$ cat src/rtl/gpx_pkg.sv
// Shared types for the GPIO expander: register pointer codes and
// the byte-level slave states. Assumes a fixed 8-bit register width.
package gpx_pkg;
    localparam int GPX_BYTE = 8;

    typedef enum logic [1:0] {
        PTR_SAMPLE = 2'd0,
        PTR_LATCH  = 2'd1,
        PTR_INVERT = 2'd2,
        PTR_DIR    = 2'd3
    } gpx_ptr_e;

    typedef enum logic [3:0] {
        ST_IDLE,
        ST_ADDR,
        ST_ADDR_ACK,
        ST_CMD,
        ST_CMD_ACK,
        ST_WDATA,
        ST_WDATA_ACK,
        ST_RDATA,
        ST_RDATA_ACK
    } gpx_state_e;
endpackage

$ cat src/rtl/gpx_sync_vec.sv
// Multi-stage synchroniser for a vector of asynchronous levels.
// Assumes STAGES >= 2; the reset value is loaded into every stage.
module gpx_sync_vec #(
    parameter int             W       = 2,
    parameter int             STAGES  = 2,
    parameter logic [W-1:0]   RST_VAL = '1
) (
    input  logic         clk,
    input  logic         rst_n,
    input  logic [W-1:0] d,
    output logic [W-1:0] q
);
    localparam int CHAIN_W = W * STAGES;

    logic [CHAIN_W-1:0] chain;

    // Shift the raw levels through the stage chain.
    always_ff @(posedge clk) begin
        if (!rst_n) chain <= {STAGES{RST_VAL}};
        else        chain <= {chain[CHAIN_W-W-1:0], d};
    end

    assign q = chain[CHAIN_W-1 -: W];

    initial begin
        a_r12_sync_depth: assert (STAGES >= 2)
            else $error("synchroniser needs at least two stages");
    end
endmodule

$ cat src/rtl/gpx_i2c_slave.sv
// Byte-level serial-bus slave. Takes synchronised SCL/SDA, finds
// START/STOP and edges, matches the 7-bit address, acknowledges bytes
// and shifts read data out. Assumes clk oversamples SCL by several
// cycles per phase. The command byte is always the first written byte.
module gpx_i2c_slave
    import gpx_pkg::*;
(
    input  logic                clk,
    input  logic                rst_n,
    input  logic                scl_s,
    input  logic                sda_s,
    input  logic [6:0]          dev_addr,
    input  logic [GPX_BYTE-1:0] rd_data,
    output logic                sda_oe,
    output logic                cmd_stb,
    output logic                wr_stb,
    output logic                rd_cap,
    output logic [GPX_BYTE-1:0] rx_byte
);
    localparam logic [3:0] FULL = 4'(GPX_BYTE);

    gpx_state_e          state;
    logic [3:0]          bit_cnt;
    logic [GPX_BYTE-1:0] shreg;
    logic                scl_d, sda_d;
    logic                rnw_q;
    logic                host_nack;
    logic                scl_rise, scl_fall, start_det, stop_det;

    // Remember last bus levels for edge and condition detection.
    always_ff @(posedge clk) begin
        if (!rst_n) begin
            scl_d <= 1'b1;
            sda_d <= 1'b1;
        end else begin
            scl_d <= scl_s;
            sda_d <= sda_s;
        end
    end

    assign scl_rise  = scl_s & ~scl_d;
    assign scl_fall  = ~scl_s & scl_d;
    assign start_det = scl_s & scl_d & sda_d & ~sda_s;
    assign stop_det  = scl_s & scl_d & ~sda_d & sda_s;

    // Capture strobe: the SCL fall closing an ack before a read byte.
    assign rd_cap = scl_fall &
                    (((state == ST_ADDR_ACK) & rnw_q) |
                     ((state == ST_RDATA_ACK) & ~host_nack));
    assign rx_byte = shreg;

    // Main slave sequencer.
    always_ff @(posedge clk) begin
        if (!rst_n) begin
            state     <= ST_IDLE;
            bit_cnt   <= '0;
            shreg     <= '0;
            sda_oe    <= 1'b0;
            rnw_q     <= 1'b0;
            host_nack <= 1'b0;
            cmd_stb   <= 1'b0;
            wr_stb    <= 1'b0;
        end else begin
            cmd_stb <= 1'b0;
            wr_stb  <= 1'b0;
            if (start_det) begin
                state   <= ST_ADDR;
                bit_cnt <= '0;
                sda_oe  <= 1'b0;
            end else if (stop_det) begin
                state  <= ST_IDLE;
                sda_oe <= 1'b0;
            end else begin
                case (state)
                    ST_ADDR, ST_CMD, ST_WDATA: begin
                        if (scl_rise) begin
                            shreg   <= {shreg[GPX_BYTE-2:0], sda_s};
                            bit_cnt <= bit_cnt + 4'd1;
                        end else if (scl_fall && bit_cnt == FULL) begin
                            bit_cnt <= '0;
                            if (state == ST_ADDR) begin
                                if (shreg[7:1] == dev_addr) begin
                                    sda_oe <= 1'b1;
                                    rnw_q  <= shreg[0];
                                    state  <= ST_ADDR_ACK;
                                end else begin
                                    state <= ST_IDLE;
                                end
                            end else if (state == ST_CMD) begin
                                cmd_stb <= 1'b1;
                                sda_oe  <= 1'b1;
                                state   <= ST_CMD_ACK;
                            end else begin
                                wr_stb <= 1'b1;
                                sda_oe <= 1'b1;
                                state  <= ST_WDATA_ACK;
                            end
                        end
                    end
                    ST_ADDR_ACK: begin
                        if (scl_fall) begin
                            bit_cnt <= '0;
                            if (rnw_q) begin
                                shreg  <= rd_data;
                                sda_oe <= ~rd_data[GPX_BYTE-1];
                                state  <= ST_RDATA;
                            end else begin
                                sda_oe <= 1'b0;
                                state  <= ST_CMD;
                            end
                        end
                    end
                    ST_CMD_ACK, ST_WDATA_ACK: begin
                        if (scl_fall) begin
                            sda_oe <= 1'b0;
                            state  <= ST_WDATA;
                        end
                    end
                    ST_RDATA: begin
                        if (scl_fall) begin
                            bit_cnt <= bit_cnt + 4'd1;
                            if (bit_cnt == FULL - 4'd1) begin
                                sda_oe <= 1'b0;
                                state  <= ST_RDATA_ACK;
                            end else begin
                                shreg  <= {shreg[GPX_BYTE-2:0], 1'b0};
                                sda_oe <= ~shreg[GPX_BYTE-2];
                            end
                        end
                    end
                    ST_RDATA_ACK: begin
                        if (scl_rise) begin
                            host_nack <= sda_s;
                        end else if (scl_fall) begin
                            bit_cnt <= '0;
                            if (!host_nack) begin
                                shreg  <= rd_data;
                                sda_oe <= ~rd_data[GPX_BYTE-1];
                                state  <= ST_RDATA;
                            end else begin
                                state <= ST_IDLE;
                            end
                        end
                    end
                    default: ;
                endcase
            end
        end
    end

    // SDA drive only changes while SCL is low.
    a_r12_rise_scl_low: assert property (@(posedge clk) disable iff (!rst_n)
        $rose(sda_oe) |-> !scl_s);
    a_r12_fall_scl_low: assert property (@(posedge clk) disable iff (!rst_n)
        $fell(sda_oe) |-> !scl_s);
    // a foreign address leaves the bus released.
    a_r1_foreign_addr: assert property (@(posedge clk) disable iff (!rst_n)
        (state == ST_ADDR && scl_fall && !start_det && !stop_det &&
         bit_cnt == FULL && shreg[7:1] != dev_addr)
        |=> (state == ST_IDLE && !sda_oe));
    // the SCL fall after a host NACK leaves SDA released.
    a_r12_nack_release: assert property (@(posedge clk) disable iff (!rst_n)
        (state == ST_RDATA_ACK && host_nack && scl_fall && !start_det)
        |=> !sda_oe);
endmodule

$ cat src/rtl/gpx_regs.sv
// Register file of the expander: pointer, output latch, inversion
// mask, direction mask, pin-sample register and interrupt. Assumes the
// pin inputs arrive already synchronised. The pin-sample register
// resets to all ones, matching pulled-up idle pins.
module gpx_regs
    import gpx_pkg::*;
(
    input  logic                clk,
    input  logic                rst_n,
    input  logic [GPX_BYTE-1:0] pin_s,
    input  logic                cmd_stb,
    input  logic                wr_stb,
    input  logic                rd_cap,
    input  logic [GPX_BYTE-1:0] rx_byte,
    output logic [GPX_BYTE-1:0] rd_data,
    output logic [GPX_BYTE-1:0] pin_o,
    output logic [GPX_BYTE-1:0] pin_oe,
    output logic                irq
);
    gpx_ptr_e            ptr_q;
    logic [GPX_BYTE-1:0] latch_q, inv_q, dir_q, sample_q;
    logic [GPX_BYTE-1:0] moved;
    logic                irq_q;

    // Pointer and writable registers.
    always_ff @(posedge clk) begin
        if (!rst_n) begin
            ptr_q   <= PTR_SAMPLE;
            latch_q <= '1;
            inv_q   <= '0;
            dir_q   <= '1;
        end else begin
            if (cmd_stb) ptr_q <= gpx_ptr_e'(rx_byte[1:0]);
            if (wr_stb) begin
                case (ptr_q)
                    PTR_LATCH:  latch_q <= rx_byte;
                    PTR_INVERT: inv_q   <= rx_byte;
                    PTR_DIR:    dir_q   <= rx_byte;
                    default:    ;
                endcase
            end
        end
    end

    // Pin-sample register loads only on a read with pointer 0.
    always_ff @(posedge clk) begin
        if (!rst_n)                              sample_q <= '1;
        else if (rd_cap && ptr_q == PTR_SAMPLE)  sample_q <= pin_s;
    end

    // Per-pin change detect, masked to pins set as inputs.
    for (genvar i = 0; i < GPX_BYTE; i++) begin : g_moved
        assign moved[i] = dir_q[i] & (pin_s[i] ^ sample_q[i]);
    end

    // Registered interrupt request.
    always_ff @(posedge clk) begin
        if (!rst_n) irq_q <= 1'b0;
        else        irq_q <= |moved;
    end

    // Read multiplexer.
    always_comb begin
        case (ptr_q)
            PTR_SAMPLE: rd_data = pin_s ^ inv_q;
            PTR_LATCH:  rd_data = latch_q;
            PTR_INVERT: rd_data = inv_q;
            default:    rd_data = dir_q;
        endcase
    end

    assign pin_o  = latch_q;
    assign pin_oe = ~dir_q;
    assign irq    = irq_q;

    // the direction mask moves only on a write with pointer 3.
    a_r4_dir_hold: assert property (@(posedge clk) disable iff (!rst_n)
        !(wr_stb && ptr_q == PTR_DIR) |=> $stable(dir_q));
    // the sample register moves only on a pointer-0 read capture.
    a_r8_sample_hold: assert property (@(posedge clk) disable iff (!rst_n)
        !(rd_cap && ptr_q == PTR_SAMPLE) |=> $stable(sample_q));
    // with every pin an output no interrupt follows.
    a_r10_outputs_quiet: assert property (@(posedge clk) disable iff (!rst_n)
        (dir_q == '0) |=> !irq_q);
    // a capture with still pins clears the interrupt.
    a_r11_capture_clears: assert property (@(posedge clk) disable iff (!rst_n)
        (rd_cap && ptr_q == PTR_SAMPLE) ##1 $stable(pin_s) |=> !irq_q);
endmodule

$ cat src/rtl/gpx_expander.sv
// Top of the I2C GPIO expander: bus and pin synchronisers, byte-level
// slave and register file. Assumes clk runs much faster than SCL and
// that open-drain pads outside turn sda_oe / irq_oe into pull-downs.
module gpx_expander #(
    parameter int SYNC_STAGES = 2
) (
    input  logic       clk,
    input  logic       rst_n,
    input  logic       scl_i,
    input  logic       sda_i,
    output logic       sda_oe,
    input  logic [6:0] dev_addr,
    input  logic [7:0] pin_i,
    output logic [7:0] pin_o,
    output logic [7:0] pin_oe,
    output logic       irq_oe
);
    import gpx_pkg::*;

    logic [1:0]          bus_s;
    logic [GPX_BYTE-1:0] pin_s, rd_data, rx_byte;
    logic                cmd_stb, wr_stb, rd_cap;

    gpx_sync_vec #(.W(2), .STAGES(SYNC_STAGES), .RST_VAL(2'b11)) i_bus_sync (
        .clk(clk), .rst_n(rst_n), .d({scl_i, sda_i}), .q(bus_s));

    gpx_sync_vec #(.W(GPX_BYTE), .STAGES(SYNC_STAGES), .RST_VAL('1)) i_pin_sync (
        .clk(clk), .rst_n(rst_n), .d(pin_i), .q(pin_s));

    gpx_i2c_slave i_slave (
        .clk(clk), .rst_n(rst_n), .scl_s(bus_s[1]), .sda_s(bus_s[0]),
        .dev_addr(dev_addr), .rd_data(rd_data), .sda_oe(sda_oe),
        .cmd_stb(cmd_stb), .wr_stb(wr_stb), .rd_cap(rd_cap), .rx_byte(rx_byte));

    gpx_regs i_regs (
        .clk(clk), .rst_n(rst_n), .pin_s(pin_s), .cmd_stb(cmd_stb),
        .wr_stb(wr_stb), .rd_cap(rd_cap), .rx_byte(rx_byte),
        .rd_data(rd_data), .pin_o(pin_o), .pin_oe(pin_oe), .irq(irq_oe));
endmodule

$ cat config.mk
export PLATFORM = sky130hd
export DESIGN_NAME = gpx_expander
export DESIGN_NICKNAME = d
export VERILOG_FILES = /design/src/rtl/gpx_pkg.sv /design/src/rtl/gpx_sync_vec.sv /design/src/rtl/gpx_i2c_slave.sv /design/src/rtl/gpx_regs.sv /design/src/rtl/gpx_expander.sv
export SDC_FILE = /design/constraint.sdc
export NUM_CORES = 1
export LEC_CHECK = 0
export BUFFER_PORTS_ARGS = -buffer_cell sky130_fd_sc_hd__buf_4
export CAP_MARGIN = 20
export CORE_MARGIN = 5
export CORE_UTILIZATION = 26
export CTS_BUF_LIST = sky130_fd_sc_hd__clkbuf_8
export DETAILED_ROUTE_END_ITERATION = 10
export GPL_ROUTABILITY_DRIVEN = 0
export PLACE_DENSITY = 0.45
export SYNTH_ARGS = -nofsm -noshare
export SYNTH_HDL_FRONTEND = slang
export SYNTH_SLANG_ARGS = --single-unit
$ cat constraint.sdc
create_clock -name clk -period 1.66 [get_ports clk]
set_input_delay 0.166 -clock clk [delete_from_list [all_inputs] [get_ports clk]]
set_output_delay 0.166 -clock clk [all_outputs]
set_load 0.01 [all_outputs]
==> metrics.md, run 1 <==
| Metric | Value |
|---|---|
| Outcome | finished with violations |
| Failing checks | negative setup slack |
| Leakage Power | between 2 and 2.5 nW |
| Cell accounting for the most synthesized area | sky130_fd_sc_hd__dfxtp_1 |
| Async set or reset register ratio after synthesis | 0% |
| Placement Rows | 44 |
| Crit path time final | 1.804 ns |
| Distinct cell type count after synthesis | 62 |
| M1 GR Usage | about 18% |
| Top Usage Layer GRT | met2 |
| Aggregate routed wire length | 11920 µm |
| Slew of the pin with the lowest slew margin | approximately 0.48 ns |
| Antenna cell count | 0 |
| Buffer cell driving the clock tree root | sky130_fd_sc_hd__clkbuf_8 |
| Type of the worst setup path | reg2reg |
| Part of the power in registers | approximately a third |
| Unrepaired setup endpoints after global routing | true |
| Max Clock Freq | 554.4 MHz |
| Inst Count DP | 704 |
| Total count of max-transition violations in the final report | 0 |
| Syn. warnings | 0 |
| Dominant synthesized flop cell | sky130_fd_sc_hd__dfxtp_1 |
| Vias | approximately 3500 |
| Total core area | roughly 14000 µm² |
| First-pass GRT wire length | roughly 19000 µm |
| Path type of the worst min-delay path | in2reg |
| Buffer levels on the longest clock path | 2 |
| Worst setup slack for register-to-register paths | -0.14 ns |
| Power Internal | about 4.0 mW |
| Total chip power | roughly 6 mW |
| Crit start category | flop |
| Number of filler instances in the final layout | 1487 |
| Layout overhead on the synthesized area | 44.26% |
| Flip-flop and latch count after synthesis | a little under 80 |
| R2r startpoint | i_slave.state[1]$_SDFFE_PP0P_ |
| Routing usage on met2 | a little over a fifth |
| Floorplan die area | about 17000 µm² |
| Part of the Yosys area used for sequential elements | 40.82% |
| GRT Resource Usage Total | 13.67% |
| Post-route DRC | 0 |
| Top cells by instance count after synthesis | sky130_fd_sc_hd__dfxtp_1, sky130_fd_sc_hd__nand2_1, sky130_fd_sc_hd__nand2b_1, sky130_fd_sc_hd__mux2i_1, sky130_fd_sc_hd__a21oi_1 |
| Detailed placement HPWL | about 8600 µm |
| Arr. time, crit path | 2.08 ns |
| Max-slew headroom at the worst pin | 67.97% |
| Clock-pin slew reported for the worst setup and hold paths after clock tree synthesis | around 0.08 ns |
| Hold Path Cell Cnt | 2 |
| Number of search-and-repair iterations in the first detailed-routing pass | 4 |
| Part of the power in the clock network | approximately a quarter |
| Starting density of the core | 26.42% |
| Number of buffers inserted by port buffering | 36 |
| Type of element capturing the critical path | flop |
| Total gr overflow | 0 |
| Source-to-sink clock delay at the later pin of the worst-skew pair | between 0.3 and 0.4 ns |
| Vias in the first global route | 3586 |
| Synth top area cells | sky130_fd_sc_hd__dfxtp_1, sky130_fd_sc_hd__mux2i_1, sky130_fd_sc_hd__nand2b_1 |
| Proportion of netlist area held by the largest area contributor | between 40% and 50% |
| Clock sink count | 78 |
| Count of non-filler cells in the finished layout | 734 |
| Syn Std Cell Area | roughly 3800 µm² |
| Syn Inst Count | 437 |
| Final setup vio count | 26 |
| Cell count of the worst reg-to-reg path | 6 |
| Clock tree from TritonCTS | built |
| Antenna violation net count after detailed routing | 0 |
| Total number of H-tree levels | 3 |
| Crit share post-route | 108.7% |
| Mean routed wirelength per cell | about 16 µm |
| CTS Buf Count | 9 |
| Count of flip-flops with a built-in enable after synthesis | 0 |
| Die Width | between 100 and 150 µm |
| R2R Path End | i_slave.state[0]$_SDFFE_PN0P_ |
| 1st-iter DRT viols | between 200 and 250 |
| Fraction of final layout cells with drive strength greater than 1 | a little under two fifths |
| Switching part of the total | roughly a third |
| Die Height | approximately 130 µm |
| Worst min-delay path startpoint | rst_n |
| Total power per unit cell area | about 1100 nW/µm² |
| Max-Cap Viols | 0 |
| Average footprint of a synthesized cell | 8.753 µm² |
| Worst hold path endpoint | i_regs.pin_o[6]$_SDFFE_PN1P_ |
| Per-cell via count in the routed design | a little under 5 |
| Total count of hold-check failures in the final report | 0 |
| Number of nets in the layout | around 570 |
| Met3 Track Usage GR | under 10% |
| NetSw | around 2.0 mW |
| Pin count of the biggest net entering global routing | between 40 and 50 |
| Critical path peak fanout | 12 |
| Final Instance Area | 5518 µm² |
| Count of pins on the block boundary | 37 |
| Nets in the synthesized netlist | roughly 460 |
| Instance area after placement | about 4800 µm² |
| Setup clock skew after layout | around 0.011 ns |
| Most used standard cell by instance count after synthesis | sky130_fd_sc_hd__dfxtp_1 |
| Worst setup path startpoint | i_slave.state[1]$_SDFFE_PP0P_ |
| Final Worst Setup Slack | -0.1437 ns |
| Required time worst endpoint | between 1.5 and 2 ns |
| Peak supply drop | around 0.48 mV |
| Antenna violations before repair | 0 |
| Logic gate share of total power | between 30 and 40% |
layer usage:
metal	up-vias	share of wire, %
met4	0	1.8
met3	15	4.4
met5	-	0
met1	1676	46
met2	76	47
li1	1761	-
flip-flops by register name, summed over array words and instances (netlist names), 8 cells and up:
name	cells
i_pin_sync.chain	16
i_regs.dir_q	8
i_regs.inv_q	8
i_regs.pin_o	8
i_regs.sample_q	8
i_slave.rx_byte	8
power by group through the flow:
stage          registers (mW)  clock network, mW  logic, mW
3_5_place_dp             2.16                  0       1.78
2_1_floorplan            2.13                  0       1.03
4_1_cts                  2.13               1.63       2.09
3_3_place_gp             2.16                  0       1.77
6_report                 2.13               1.58       2.34
5_1_grt                  2.15               1.71       2.51
through the flow:
stage               setup WS, ns  hold WS [ns]  utilization, %  TNS [ns]
detailed placement       -0.2450        0.3545           32.98    -5.172
CTS                      -0.1313       0.06353           36.76    -2.208
global placement         -0.2204        0.3491           32.98    -4.491
global route             -0.2111       0.07265           38.11    -4.242
finish                   -0.1437       0.08470           38.11    -2.619
floorplan                -0.1089        0.2675               -   -0.5640
cell usage in the layout, fill, tap and decap left out, types with 11 or more instances in the layout:
master,count
sky130_fd_sc_hd__buf_4,104
sky130_fd_sc_hd__dfxtp_1,72
sky130_fd_sc_hd__nand2_1,51
sky130_fd_sc_hd__nand2b_1,32
sky130_fd_sc_hd__mux2i_1,23
sky130_fd_sc_hd__xnor2_1,20
sky130_fd_sc_hd__nor2_1,16
sky130_fd_sc_hd__o211ai_1,16
sky130_fd_sc_hd__inv_1,15
sky130_fd_sc_hd__nand3_1,14
sky130_fd_sc_hd__a21oi_1,11
timing repair:
item,in CTS,in global routing
gates cloned,0,1
buffers inserted,1,3
endpoints found under the hold margin,10,0
setup endpoints to repair,26,28
pin swaps,17,16
resized for setup,55,36
hold buffers,10,0
how the worst max path moves through the flow:
stage	to	cells after the start
2_1_floorplan	i_slave.rx_byte[7]$_SDFFE_PN0P_	7
3_3_place_gp	i_slave.sda_oe$_SDFFE_PP0P_	5
3_5_place_dp	i_slave.bit_cnt[2]$_SDFFE_PP0P_	5
4_1_cts	i_slave.rx_byte[4]$_SDFFE_PN0P_	5
5_1_grt	i_regs.sample_q[3]$_SDFFE_PN1P_	7
6_report	i_slave.state[0]$_SDFFE_PN0P_	6
worst max-delay path: stages (launching register included):
cell	delay, ns
sky130_fd_sc_hd__dfxtp_4	0.40
sky130_fd_sc_hd__buf_4	0.15
sky130_fd_sc_hd__or3b_4	0.38
sky130_fd_sc_hd__a21oi_4	0.21
sky130_fd_sc_hd__o221ai_4	0.15
sky130_fd_sc_hd__o31ai_2	0.23
sky130_fd_sc_hd__mux2i_1	0.20
kinds of logic after synthesis:
logic type	Yosys count	share of synthesized area, %
adders and majority gates	2	0.6541
AOI/OAI and AO/OA	103	18.87
and+or+nand+nor	160	22.02
DFF	78	40.82
xor gates and xnor gates	25	5.725
buffers and inverters	42	4.710
muxes	27	7.196
layout make-up:
type / instances / area, µm² / area share (%)
flip-flops and latches: 78 / 1579 / 28.62
well taps: 184 / 230.2 / 4.172
inverters: 15 / 56.30 / 1.020
multi-input cells: 318 / 2441 / 44.24
clock inverters: 5 / 76.32 / 1.383
clock buffers: 10 / 137.6 / 2.494
repair buffers: 124 / 997.2 / 18.07
Power figures use the tool's default switching activity.
==> run 2, diff against run 1 <==
--- a/config.mk
+++ b/config.mk
@@ -13,6 +13,7 @@
 export DETAILED_ROUTE_END_ITERATION = 10
 export GPL_ROUTABILITY_DRIVEN = 0
 export PLACE_DENSITY = 0.45
+export REMOVE_ABC_BUFFERS = 1
 export SYNTH_ARGS = -nofsm -noshare
 export SYNTH_HDL_FRONTEND = slang
 export SYNTH_SLANG_ARGS = --single-unit
==> metrics.md, run 2 (synthesis gave the netlist of run 1 again) <==
| Metric | Value |
|---|---|
| Outcome | finished with violations |
| Failing checks | negative setup slack |
| Path type of the worst min-delay path | in2reg |
| Total number of H-tree levels | 3 (unchanged) |
| Unrepaired setup endpoints after global routing | true |
| Final setup vio count | 26 (unchanged) |
| Largest reg by FF count | i_pin_sync.chain |
| Top library cells by usage in the layout, fill and taps aside | sky130_fd_sc_hd__buf_4, sky130_fd_sc_hd__dfxtp_1, sky130_fd_sc_hd__nand2_1 |
| Part of the power in the clock network | 23.5% (-2.6 points) |
| Total met2 wirelength after detailed routing | 5250 µm (-7.2%) |
| Most frequent standard cell in the layout excluding fill and tap cells | sky130_fd_sc_hd__buf_4 |
| Logic gate share of total power | 38.8% (about the same) |
| Antenna violation net count after detailed routing | 0 (unchanged) |
| Setup clock skew after layout | 0.01190 ns (+0.0004317 ns) |
| Total power per unit cell area | 1044 nW/µm² (-4.7%) |
| Crit share post-route | 109.0% (+0.31 points) |
| Starting density of the core | 26.42% (unchanged) |
| Pre-CTS setup slack | -0.2941 ns (-0.04909 ns) |
| Arr. time, crit path | 2.06 ns (-0.02 ns) |
| Floorplan die area | 17240 µm² (unchanged) |
| Aggregate routed wire length | 11440 µm (-4.0%) |
| CTS Buf Count | 9 (unchanged) |
| GRT Resource Usage Total | 13.33% (-0.35 points) |
| Die Height | 131.3 µm (unchanged) |
| Mean routed wirelength per cell | 15.53 µm (-4.4%) |
| Buffer cell driving the clock tree root | sky130_fd_sc_hd__clkbuf_8 |
| Final Instance Area | 5449 µm² (-1.2%) |
| Total count of max-transition violations in the final report | 0 (unchanged) |
| Clock tree from TritonCTS | built |
| Crit path time final | 1.809 ns (+0.005147 ns) |
| Total core area | 14480 µm² (unchanged) |
| Peak supply drop | 0.3706 mV (-23%) |
| Worst min-delay path startpoint | rst_n |
| Clock sink count | 78 (unchanged) |
| NetSw | 2.016 mW (-0.79%) |
| Max-slew headroom at the worst pin | 72.38% (+4.4 points) |
| Vias | 3529 (+0.028%) |
| Final Worst Setup Slack | -0.1489 ns (-0.005147 ns) |
| Number of nets in the layout | 569 (+0.35%) |
| Layout overhead on the synthesized area | 42.46% |
| Total count of hold-check failures in the final report | 0 (unchanged) |
| Fraction of final layout cells with drive strength greater than 1 | 36.71% (-0.38 points) |
| Source-to-sink clock delay at the later pin of the worst-skew pair | 0.37 ns (about the same) |
| Routed wire length on met3 | 497 µm (-4.2%) |
| First-pass GRT wire length | 18740 µm (-2.3%) |
| Leakage Power | 2.223 nW (-1.1%) |
| Sum of buffers and inverters on the critical path | 1 (unchanged) |
| Number of filler instances in the final layout | 1475 (-0.81%) |
| Max-Cap Viols | 0 (unchanged) |
| Detailed placement HPWL | 8185 µm (-4.4%) |
| Placement Rows | 44 (unchanged) |
| Hold Worst Slack | 0.1233 ns (+0.03860 ns) |
| Max Clock Freq | 552.8 MHz (-0.28%) |
| Type of the worst setup path | reg2reg |
| Dominant delay contributor by cell family on the critical path | simple AND/OR/NAND/NOR gates |
| Max reg flops | 16 (unchanged) |
| Count of pins on the block boundary | 37 (unchanged) |
| Required time worst endpoint | 1.91 ns (-0.03 ns) |
| Vias in the first global route | 3573 (-0.36%) |
| Number of buffers inserted by port buffering | 36 (unchanged) |
| Total chip power | 5.690 mW (-5.9%) |
| Instance area after placement | 4777 µm² (about the same) |
| Buffer levels on the longest clock path | 2 (unchanged) |
| Die Width | 131.3 µm (unchanged) |
| Pin count of the biggest net entering global routing | 25 (-46%) |
| R2r startpoint | i_slave.state[1]$_SDFFE_PP0P_ |
| Critical path, cell by cell | or4b_4, buf_6, a22o_4, o211ai_1, o31ai_2 |
| Number of search-and-repair iterations in the first detailed-routing pass | 4 (unchanged) |
| Type of element capturing the critical path | flop |
| Summed negative setup slack over all endpoints | -2.371 ns (+0.2479 ns) |
| Antenna violations before repair | 0 (unchanged) |
| Slew of the pin with the lowest slew margin | 0.4143 ns (-0.06611 ns) |
| Slowest library cell on the worst path | sky130_fd_sc_hd__or4b_4 |
| 1st-iter DRT viols | 214 (-4.0%) |
| Post-route DRC | 0 (unchanged) |
| Power Internal | 3.674 mW (-8.5%) |
| Part of the power in registers | 37.7% (+2.5 points) |
| DR top layer | met4 |
| Per-cell via count in the routed design | 4.788 (-0.38%) |
| Worst setup path startpoint | i_slave.state[1]$_SDFFE_PP0P_ |
| Clock-pin slew reported for the worst setup and hold paths after clock tree synthesis | 0.09 ns (about the same) |
| Post-Route M1 WL | 5412 µm (-2.0%) |
| Max incr delay on CP | 0.60 ns (+0.20 ns) |
| Antenna cell count | 0 (unchanged) |
| Crit start category | flop |
| Critical path peak fanout | 7 (-5) |
| Total gr overflow | 0 (unchanged) |
| Switching part of the total | 35.44% (+1.8 points) |
## run 2: layout make-up
| class | count | area, µm² | share of cell area, % |
|---|---|---|---|
| Multi-Input combinational cell | 318 | 2384 | 43.74 |
| Sequential cell | 78 | 1578 | 28.96 |
| Timing Repair Buffer | 126 | 1026 | 18.83 |
| Tap cell | 184 | 230.2 | 4.225 |
| Clock buffer | 10 | 137.6 | 2.526 |
| Inverter | 15 | 56.30 | 1.033 |
| Clock inverter | 6 | 37.54 | 0.6889 |
## run 2: final timing paths
kind,endpoint,slack [ns],cells past startpoint
worst max register to register,i_slave.bit_cnt[0]$_SDFFE_PP0P_,-0.15,5
worst min-delay path,i_slave.state[0]$_SDFFE_PN0P_,0.12,3
worst max-delay path,i_slave.bit_cnt[0]$_SDFFE_PP0P_,-0.15,5
worst min register to register,i_bus_sync.chain[2]$_SDFF_PN1_,0.41,1
## run 2: worst register-to-register path: cells and delay by family, from the launching register on
kind	cells	cell delay, ns
and+or+nand+nor	1	0.60
buffers and inverters	1	0.17
AOI/OAI and AO/OA	3	0.54
DFF	1	0.38
## run 2: power by group through the flow
stage	clock network, mW	logic [mW]	registers [mW]
2_1_floorplan	0	0.887	2.19
3_5_place_dp	0	1.70	2.18
5_1_grt	1.47	2.37	2.17
4_1_cts	1.39	2.08	2.15
6_report	1.34	2.21	2.15
3_3_place_gp	0	1.70	2.18
## run 2: timing repair
| item | in CTS | in global routing |
|---|---|---|
| pin swaps | 20 | 13 |
| gates resized for setup | 70 | 18 |
| setup buffers | 6 | 0 |
| hold endpoints to repair | 10 | 0 |
| cloned | 1 | 0 |
| hold buffers | 10 | 0 |
| endpoints found under the setup margin | 28 | 26 |
## run 2: routing by layer
metal | vias up | GRT usage, %
met4 | 0 | 5.943
met5 | - | 0
li1 | 1760 | -
met3 | 20 | 2.867
met2 | 81 | 20.77
met1 | 1668 | 17.72
## run 2: per-stage QoR
stage               utilization, %  instances
global route                 37.63        737
floorplan                        -        410
global placement             32.99        705
finish                       37.63        737
detailed placement           32.99        705
CTS                          37.12        738
